File: config.mk
export PLATFORM = sky130hd
export DESIGN_NAME = btb_split_target
export DESIGN_NICKNAME = d
export VERILOG_FILES = /design/src/rtl/btb_pkg.sv /design/src/rtl/btb_lru.sv /design/src/rtl/btb_way_table.sv /design/src/rtl/btb_split_target.sv
export SDC_FILE = /design/constraint.sdc
export NUM_CORES = 1
export LEC_CHECK = 0
export ABC_CLOCK_PERIOD_IN_PS = 5800
export BUFFER_PORTS_ARGS = -buffer_cell sky130_fd_sc_hd__buf_4
export CAP_MARGIN = 40
export CORE_ASPECT_RATIO = 1.1
export CORE_MARGIN = 2
export CORE_UTILIZATION = 25
export CTS_CLUSTER_SIZE = 28
export DETAILED_ROUTE_END_ITERATION = 10
export PLACE_DENSITY = 0.4
export REMOVE_ABC_BUFFERS = 1
export SLEW_MARGIN = 20
export SYNTH_ARGS = -nofsm -noshare
export SYNTH_HDL_FRONTEND = slang
export SYNTH_HIERARCHICAL = 1
export SYNTH_SLANG_ARGS = --single-unit
File: constraint.sdc
create_clock -name clk_i -period 5.8 [get_ports clk_i]
set_input_delay 0 -clock clk_i [delete_from_list [all_inputs] [get_ports clk_i]]
set_output_delay 0 -clock clk_i [all_outputs]
set_load 0.05 [all_outputs]
File: src/rtl/btb_pkg.sv
package btb_pkg;
  parameter int unsigned BTB_ADDR_W = 30;
  typedef logic [BTB_ADDR_W-1:0] btb_addr_t;
endpackage

File: src/rtl/btb_lru.sv
module btb_lru #(
  parameter int unsigned SETS = 8,
  parameter int unsigned WAYS = 2,
  localparam int unsigned IW = $clog2(SETS),
  localparam int unsigned AW = $clog2(WAYS)
) (
  input  logic          clk_i,
  input  logic          rst_i,
  input  logic          t0_en_i,
  input  logic [IW-1:0] t0_idx_i,
  input  logic [AW-1:0] t0_way_i,
  input  logic          t1_en_i,
  input  logic [IW-1:0] t1_idx_i,
  input  logic [AW-1:0] t1_way_i,
  input  logic [IW-1:0] vic_idx_i,
  output logic [AW-1:0] vic_way_o
);
  typedef logic [WAYS-1:0][AW-1:0] ages_t;

  ages_t age_q [SETS];
  ages_t age_d [SETS];
  int unsigned vic_cnt;

  function automatic ages_t touch(input ages_t a, input logic [AW-1:0] w);
    ages_t r;
    for (int i = 0; i < WAYS; i++) begin
      if (w == AW'(i))       r[i] = '0;
      else if (a[i] < a[w])  r[i] = a[i] + AW'(1);
      else                   r[i] = a[i];
    end
    return r;
  endfunction

  always_comb begin
    for (int s = 0; s < SETS; s++) begin
      ages_t a;
      a = age_q[s];
      if (t0_en_i && t0_idx_i == IW'(s)) a = touch(a, t0_way_i);
      if (t1_en_i && t1_idx_i == IW'(s)) a = touch(a, t1_way_i);
      age_d[s] = a;
    end
  end

  always_ff @(posedge clk_i) begin
    for (int s = 0; s < SETS; s++) begin
      if (rst_i) begin
        for (int w = 0; w < WAYS; w++) age_q[s][w] <= AW'(w);
      end else begin
        age_q[s] <= age_d[s];
      end
    end
  end

  always_comb begin
    vic_way_o = '0;
    vic_cnt   = 0;
    for (int w = 0; w < WAYS; w++) begin
      if (age_q[vic_idx_i][w] == AW'(WAYS-1)) begin
        vic_way_o = AW'(w);
        vic_cnt   = vic_cnt + 1;
      end
    end
  end


  lru_victim_unique_chk: assert property (@(posedge clk_i) disable iff (rst_i)
    vic_cnt == 1);
endmodule

File: src/rtl/btb_way_table.sv
module btb_way_table #(
  parameter int unsigned SETS   = 8,
  parameter int unsigned WAYS   = 2,
  parameter int unsigned TAG_W  = 6,
  parameter int unsigned DATA_W = 10,
  localparam int unsigned IW = $clog2(SETS),
  localparam int unsigned WW = $clog2(WAYS)
) (
  input  logic              clk_i,
  input  logic              rst_i,
  input  logic [IW-1:0]     rd_idx_i,
  input  logic [TAG_W-1:0]  rd_tag_i,
  output logic              rd_hit_o,
  output logic [WW-1:0]     rd_way_o,
  output logic [DATA_W-1:0] rd_data_o,
  input  logic [IW-1:0]     up_idx_i,
  input  logic [TAG_W-1:0]  up_tag_i,
  output logic              up_hit_o,
  output logic [WW-1:0]     up_way_o,
  input  logic              wr_en_i,
  input  logic [IW-1:0]     wr_idx_i,
  input  logic [WW-1:0]     wr_way_i,
  input  logic [TAG_W-1:0]  wr_tag_i,
  input  logic [DATA_W-1:0] wr_data_i
);
  logic [SETS-1:0][WAYS-1:0] valid_q;
  logic [TAG_W-1:0]  tag_q  [SETS][WAYS];
  logic [DATA_W-1:0] data_q [SETS][WAYS];
  logic [WAYS-1:0]   rd_match;
  logic [WAYS-1:0]   up_match;

  for (genvar gw = 0; gw < WAYS; gw++) begin : g_cmp
    assign rd_match[gw] = valid_q[rd_idx_i][gw] && (tag_q[rd_idx_i][gw] == rd_tag_i);
    assign up_match[gw] = valid_q[up_idx_i][gw] && (tag_q[up_idx_i][gw] == up_tag_i);
  end

  always_comb begin
    rd_way_o = '0;
    up_way_o = '0;
    for (int w = 0; w < WAYS; w++) begin
      if (rd_match[w]) rd_way_o = WW'(w);
      if (up_match[w]) up_way_o = WW'(w);
    end
  end

  assign rd_hit_o  = |rd_match;
  assign up_hit_o  = |up_match;
  assign rd_data_o = data_q[rd_idx_i][rd_way_o];

  always_ff @(posedge clk_i) begin
    if (rst_i)        valid_q <= '0;
    else if (wr_en_i) valid_q[wr_idx_i][wr_way_i] <= 1'b1;
  end

  always_ff @(posedge clk_i) begin
    if (wr_en_i) begin
      tag_q[wr_idx_i][wr_way_i]  <= wr_tag_i;
      data_q[wr_idx_i][wr_way_i] <= wr_data_i;
    end
  end


  dup_tag_rd_chk: assert property (@(posedge clk_i) disable iff (rst_i)
    $onehot0(rd_match));

  dup_tag_up_chk: assert property (@(posedge clk_i) disable iff (rst_i)
    $onehot0(up_match));
endmodule

File: src/rtl/btb_split_target.sv
module btb_split_target
  import btb_pkg::*;
#(
  parameter int unsigned ADDR_W  = BTB_ADDR_W,
  parameter int unsigned LO_W    = 9,
  parameter int unsigned P_SETS  = 8,
  parameter int unsigned P_WAYS  = 2,
  parameter int unsigned P_TAG_W = 6,
  parameter int unsigned S_SETS  = 4,
  parameter int unsigned S_WAYS  = 4,
  parameter int unsigned S_TAG_W = 6
) (
  input  logic              clk_i,
  input  logic              rst_i,
  input  logic              lk_en_i,
  input  logic [ADDR_W-1:0] lk_pc_i,
  input  logic              upd_en_i,
  input  logic [ADDR_W-1:0] upd_pc_i,
  input  logic [ADDR_W-1:0] upd_tgt_i,
  output logic              lk_hit_o,
  output logic [ADDR_W-1:0] lk_tgt_o
);
  localparam int unsigned HI_W = ADDR_W - LO_W;
  localparam int unsigned PIW  = $clog2(P_SETS);
  localparam int unsigned PWW  = $clog2(P_WAYS);
  localparam int unsigned SIW  = $clog2(S_SETS);
  localparam int unsigned SWW  = $clog2(S_WAYS);

  // lookup side fields
  logic [PIW-1:0]     lk_pidx;
  logic [P_TAG_W-1:0] lk_ptag;
  logic [SIW-1:0]     lk_sidx;
  logic [S_TAG_W-1:0] lk_stag;
  assign lk_pidx = lk_pc_i[PIW-1:0];
  assign lk_ptag = lk_pc_i[PIW +: P_TAG_W];
  assign lk_sidx = lk_pc_i[SIW-1:0];
  assign lk_stag = lk_pc_i[SIW +: S_TAG_W];

  // update side fields
  logic [PIW-1:0]     up_pidx;
  logic [P_TAG_W-1:0] up_ptag;
  logic [SIW-1:0]     up_sidx;
  logic [S_TAG_W-1:0] up_stag;
  logic               up_far;
  assign up_pidx = upd_pc_i[PIW-1:0];
  assign up_ptag = upd_pc_i[PIW +: P_TAG_W];
  assign up_sidx = upd_pc_i[SIW-1:0];
  assign up_stag = upd_pc_i[SIW +: S_TAG_W];
  assign up_far  = upd_tgt_i[ADDR_W-1:LO_W] != upd_pc_i[ADDR_W-1:LO_W];

  // primary table: payload is {far, low target bits}
  logic           p_rd_hit, p_up_hit;
  logic [PWW-1:0] p_rd_way, p_up_way, p_vic, p_wway;
  logic [LO_W:0]  p_rd_data;
  logic           p_far;
  logic [LO_W-1:0] p_lo;
  assign p_far  = p_rd_data[LO_W];
  assign p_lo   = p_rd_data[LO_W-1:0];
  assign p_wway = p_up_hit ? p_up_way : p_vic;

  btb_way_table #(
    .SETS(P_SETS), .WAYS(P_WAYS), .TAG_W(P_TAG_W), .DATA_W(LO_W + 1)
  ) u_ptab (
    .clk_i     (clk_i),
    .rst_i     (rst_i),
    .rd_idx_i  (lk_pidx),
    .rd_tag_i  (lk_ptag),
    .rd_hit_o  (p_rd_hit),
    .rd_way_o  (p_rd_way),
    .rd_data_o (p_rd_data),
    .up_idx_i  (up_pidx),
    .up_tag_i  (up_ptag),
    .up_hit_o  (p_up_hit),
    .up_way_o  (p_up_way),
    .wr_en_i   (upd_en_i),
    .wr_idx_i  (up_pidx),
    .wr_way_i  (p_wway),
    .wr_tag_i  (up_ptag),
    .wr_data_i ({up_far, upd_tgt_i[LO_W-1:0]})
  );

  // secondary table: payload is the high target bits
  logic            s_rd_hit, s_up_hit;
  logic [SWW-1:0]  s_rd_way, s_up_way, s_vic, s_wway;
  logic [HI_W-1:0] s_hi;
  logic            s_wr_en;
  assign s_wway  = s_up_hit ? s_up_way : s_vic;
  assign s_wr_en = upd_en_i && up_far;

  btb_way_table #(
    .SETS(S_SETS), .WAYS(S_WAYS), .TAG_W(S_TAG_W), .DATA_W(HI_W)
  ) u_stab (
    .clk_i     (clk_i),
    .rst_i     (rst_i),
    .rd_idx_i  (lk_sidx),
    .rd_tag_i  (lk_stag),
    .rd_hit_o  (s_rd_hit),
    .rd_way_o  (s_rd_way),
    .rd_data_o (s_hi),
    .up_idx_i  (up_sidx),
    .up_tag_i  (up_stag),
    .up_hit_o  (s_up_hit),
    .up_way_o  (s_up_way),
    .wr_en_i   (s_wr_en),
    .wr_idx_i  (up_sidx),
    .wr_way_i  (s_wway),
    .wr_tag_i  (up_stag),
    .wr_data_i (upd_tgt_i[ADDR_W-1:LO_W])
  );

  // prediction assembly
  logic              full_hit;
  logic [ADDR_W-1:0] tgt_d;
  assign full_hit = lk_en_i && p_rd_hit && (!p_far || s_rd_hit);
  assign tgt_d    = !full_hit ? '0 :
                    p_far     ? {s_hi, p_lo} : {lk_pc_i[ADDR_W-1:LO_W], p_lo};

  // recency tracking: port 0 = lookup hit, port 1 = update write
  btb_lru #(.SETS(P_SETS), .WAYS(P_WAYS)) u_plru (
    .clk_i     (clk_i),
    .rst_i     (rst_i),
    .t0_en_i   (full_hit),
    .t0_idx_i  (lk_pidx),
    .t0_way_i  (p_rd_way),
    .t1_en_i   (upd_en_i),
    .t1_idx_i  (up_pidx),
    .t1_way_i  (p_wway),
    .vic_idx_i (up_pidx),
    .vic_way_o (p_vic)
  );

  btb_lru #(.SETS(S_SETS), .WAYS(S_WAYS)) u_slru (
    .clk_i     (clk_i),
    .rst_i     (rst_i),
    .t0_en_i   (full_hit && p_far),
    .t0_idx_i  (lk_sidx),
    .t0_way_i  (s_rd_way),
    .t1_en_i   (s_wr_en),
    .t1_idx_i  (up_sidx),
    .t1_way_i  (s_wway),
    .vic_idx_i (up_sidx),
    .vic_way_o (s_vic)
  );

  // output registers
  logic hit_q, far_q;
  logic [ADDR_W-1:0] tgt_q;
  always_ff @(posedge clk_i) begin
    if (rst_i) begin
      hit_q <= 1'b0;
      far_q <= 1'b0;
      tgt_q <= '0;
    end else begin
      hit_q <= full_hit;
      far_q <= full_hit && p_far;
      tgt_q <= tgt_d;
    end
  end
  assign lk_hit_o = hit_q;
  assign lk_tgt_o = tgt_q;


  reset_miss_chk: assert property (@(posedge clk_i)
    $past(rst_i) |-> !lk_hit_o);

  hit_needs_lookup_chk: assert property (@(posedge clk_i) disable iff (rst_i)
    lk_hit_o |-> $past(lk_en_i));

  near_high_part_chk: assert property (@(posedge clk_i) disable iff (rst_i)
    (lk_hit_o && !far_q) |-> (lk_tgt_o[ADDR_W-1:LO_W] == $past(lk_pc_i[ADDR_W-1:LO_W])));
endmodule

==> results.sh <==
export IMPL_num_vias=21000
export IMPL_grt_max_degree=49
export IMPL_drt_pre_antenna_iters=5
export IMPL_grt_pass1_wl_um=152000
export IMPL_grt_ovfl_total=0
export IMPL_holdWs_ps=56.8
export IMPL_drive_gt1_frac=0.270
export IMPL_yosys_warnings=6
export IMPL_whs_endpoint="lk_tgt_o[29]"
export IMPL_reg2regPathDepth=16
export IMPL_hold_depth=4
export IMPL_async_flop_share=0
export IMPL_synth_edff_count=688
export IMPL_ios=125
export IMPL_rrSetupSlack_ps=630
export IMPL_synth_seq_cells=799
export IMPL_place_ws_ps=460
export IMPL_cts_sinks=799
export IMPL_cts_path_max_buffers=3
export IMPL_hold_violations=0
export IMPL_worst_pin_slew_ps=825
export IMPL_clock_latency_ps=720
export IMPL_postSynthAreaPerCell_um2=16.6
export IMPL_final_common_cell="edfxtp_1"
export IMPL_finalSetupViolations=0
export IMPL_nFillCells=13900
export IMPL_power_density_mw_per_mm2=308
export IMPL_period_needed_ps=5170
export IMPL_slew_violations=0
export IMPL_internal_power_w=0.0102
export IMPL_combPwrFrac=0.087
export IMPL_dp_hpwl_um=63300
export IMPL_path_clk_slew_ps=60
export IMPL_max_cap_viol_count=0
export IMPL_ir_drop_mv=0.231
export IMPL_syn_cell_area_mm2=0.0356
export IMPL_clkPwrFrac=0.432
export IMPL_cts_root_buf="clkbuf_16"
export IMPL_place_area_mm2=0.0396
export IMPL_drtAntennaViolNets=0
export IMPL_cp_max_fo=10
export IMPL_synth_cell_types=103
export IMPL_critical_path_class="flip-flop to flip-flop"
export IMPL_swShare=0.237
export IMPL_port_buffers=124
export IMPL_synth_cells=2138
export IMPL_cts_buffers=92
export IMPL_cp_arrival_ps=5800
export IMPL_die_area_mm2=0.145
export IMPL_cts_tree="done"
export IMPL_die_y_um=400
export IMPL_place_congestion=0.765
export IMPL_viasPerCell=4.77
export IMPL_grt_usage=0.144
export IMPL_crit_required_ps=6420
export IMPL_synth_ff_type="edfxtp_1"
export IMPL_core_area_mm2=0.142
export IMPL_status="complete, no violations"
export IMPL_p_leak_nw=14.1
export IMPL_finalClockSkew_ps=64.4
export IMPL_final_nets=2522
export IMPL_drc=0
export IMPL_r2r_end="u_slru/age_q[0][4]"
export IMPL_fin_area_mm2=0.0434
export IMPL_min_from="lk_pc_i[29]"
export IMPL_area_delta_synth_final_pct=21.9
export IMPL_totalWireLength_um=105000
export IMPL_worstReg2RegStart="u_stab/tag_q[3][12]"
export IMPL_p_seq_frac=0.481
export IMPL_rows=145
export IMPL_fmax_mhz=193
export IMPL_grt_pass1_vias=22200
export IMPL_seq_area_frac_synth=0.643
export IMPL_final_cell_mix="688 x edfxtp_1, 238 x mux4_2, 208 x buf_4, 153 x nor2_1, 111 x dfxtp_1"
export IMPL_netSwitchingPower_w=0.00317
export IMPL_antenna_found_initial=1
export IMPL_start_kind="flip-flop"
export IMPL_slew_headroom=0.448
export IMPL_rsz0062_at_grt="false"
export IMPL_crit_path_end_kind="flip-flop"
export IMPL_fin_crit_sh=0.892
export IMPL_initial_core_util=0.251
export IMPL_p_total_w=0.0134
export IMPL_hp_class="input pin to flip-flop"
export IMPL_worst_slack_ps=627
export IMPL_cts_htree_levels=3
export IMPL_die_w_um=364
export IMPL_drtIter0Drc=1423
export IMPL_wire_per_inst_um=23.8
[synthesized netlist by cell type, drive strengths merged (26+ instances only)]
| cell type | number | area (um^2) |
|---|---|---|
| o21ai | 46 | 230 |
| mux4 | 240 | 5410 |
| inv | 33 | 124 |
| a31oi | 29 | 196 |
| edfxtp | 688 | 20700 |
| buf | 65 | 418 |
| clkbuf | 53 | 200 |
| a21oi | 27 | 135 |
| nand2 | 76 | 285 |
| xnor2 | 70 | 613 |
| nand3 | 26 | 135 |
| nor2 | 177 | 664 |
| xor2 | 30 | 263 |
| dfxtp | 111 | 2220 |
| mux2i | 99 | 991 |
[cell type report]
class	instances	area, um^2	area share
Clock inverter	38	473	0.0109
Sequential cell	799	22900	0.528
Clock buffer	133	2580	0.0594
Tap cell	1911	2390	0.0551
Inverter	33	124	0.00286
Multi-Input combinational cell	1188	12200	0.281
Antenna cell	1	2.50	0.0000577
Timing Repair Buffer	298	2720	0.0628
[sequential cells by signal, indices dropped and copies added, names as in the netlist]
signal,cells
lk_hit_o,1
u_plru/age_q,16
u_stab/tag_q,96
u_ptab/tag_q,96
u_stab/data_q,336
u_stab/valid_q,16
lk_tgt_o,30
u_ptab/data_q,160
u_ptab/valid_q,16
u_slru/age_q,32
[worst max-delay path by stage]
stage	from	end	slack (ps)	cells past startpoint
after floorplan	u_ptab/tag_q[3][5]	u_slru/age_q[1][0]	-460	16
after global placement	lk_pc_i[0]	u_slru/age_q[0][4]	560	17
after detailed placement	lk_pc_i[0]	u_slru/age_q[0][4]	460	17
after CTS	u_ptab/tag_q[2][5]	u_slru/age_q[1][4]	630	18
after global routing	u_stab/tag_q[3][12]	u_slru/age_q[2][6]	270	17
final	u_stab/tag_q[3][12]	u_slru/age_q[0][4]	630	16
[per-stage QoR]
step	util	setup TNS [ps]	std cells
2_1_floorplan	-	-5200	2020
3_3_place_gp	0.278	0	4152
3_5_place_dp	0.279	0	4159
4_1_cts	0.305	0	4396
5_1_grt	0.306	0	4400
6_report	0.306	0	4401
[metal layers]
layer | track usage | vias to the layer above | wire length, um
met2 | 0.252 | 492 | 53100
met1 | 0.182 | 11100 | 45200
met3 | 0.0225 | 135 | 4150
met4 | 0.0426 | 2 | 2370
met5 | 0 | - | 7
li1 | - | 9228 | -
[timing repair]
item                      in CTS  in global routing
hold buffers                  66                  0
gates resized for setup        0                  0
buffers inserted               0                  0
hold endpoints to repair     727                  0
[critical path: stages (launching register included)]
cell and delay [ps]:
edfxtp_1 400, mux4_2 500, xor2_1 170, nor4_2 240
nand3_1 190, o21a_1 280, inv_1 320, mux4_2 550
inv_1 140, ha_1 260, nor3b_1 340, o21ai_1 160
a32oi_1 390, o22a_1 310, nand3_2 240, a311o_1 380
a211oi_1 230
[cell families (layout without fill, tap and decap cells)]
kind of cell / after synthesis / in the layout / share of synthesized area
AND/OR/NAND/NOR: 443 / 443 / 0.0644
AO/OA/AOI/OAI: 276 / 276 / 0.0570
adder cells (fa/ha/maj): 17 / 17 / 0.00591
flip-flops: 799 / 799 / 0.643
multiplexers: 352 / 352 / 0.184
buffers and inverters: 151 / 502 / 0.0209
XOR/XNOR: 100 / 100 / 0.0246
other: 0 / 1 / 0
[power by group through the flow]
stage                     sequential [W]  combinational [W]  clock, W
after floorplan                  0.00653           0.000589         0
after global placement           0.00654            0.00112         0
after detailed placement         0.00654            0.00114         0
after CTS                        0.00642            0.00118   0.00598
after global routing             0.00643            0.00126   0.00619
final                            0.00642            0.00116   0.00578
(Power assumes the default switching activity.)
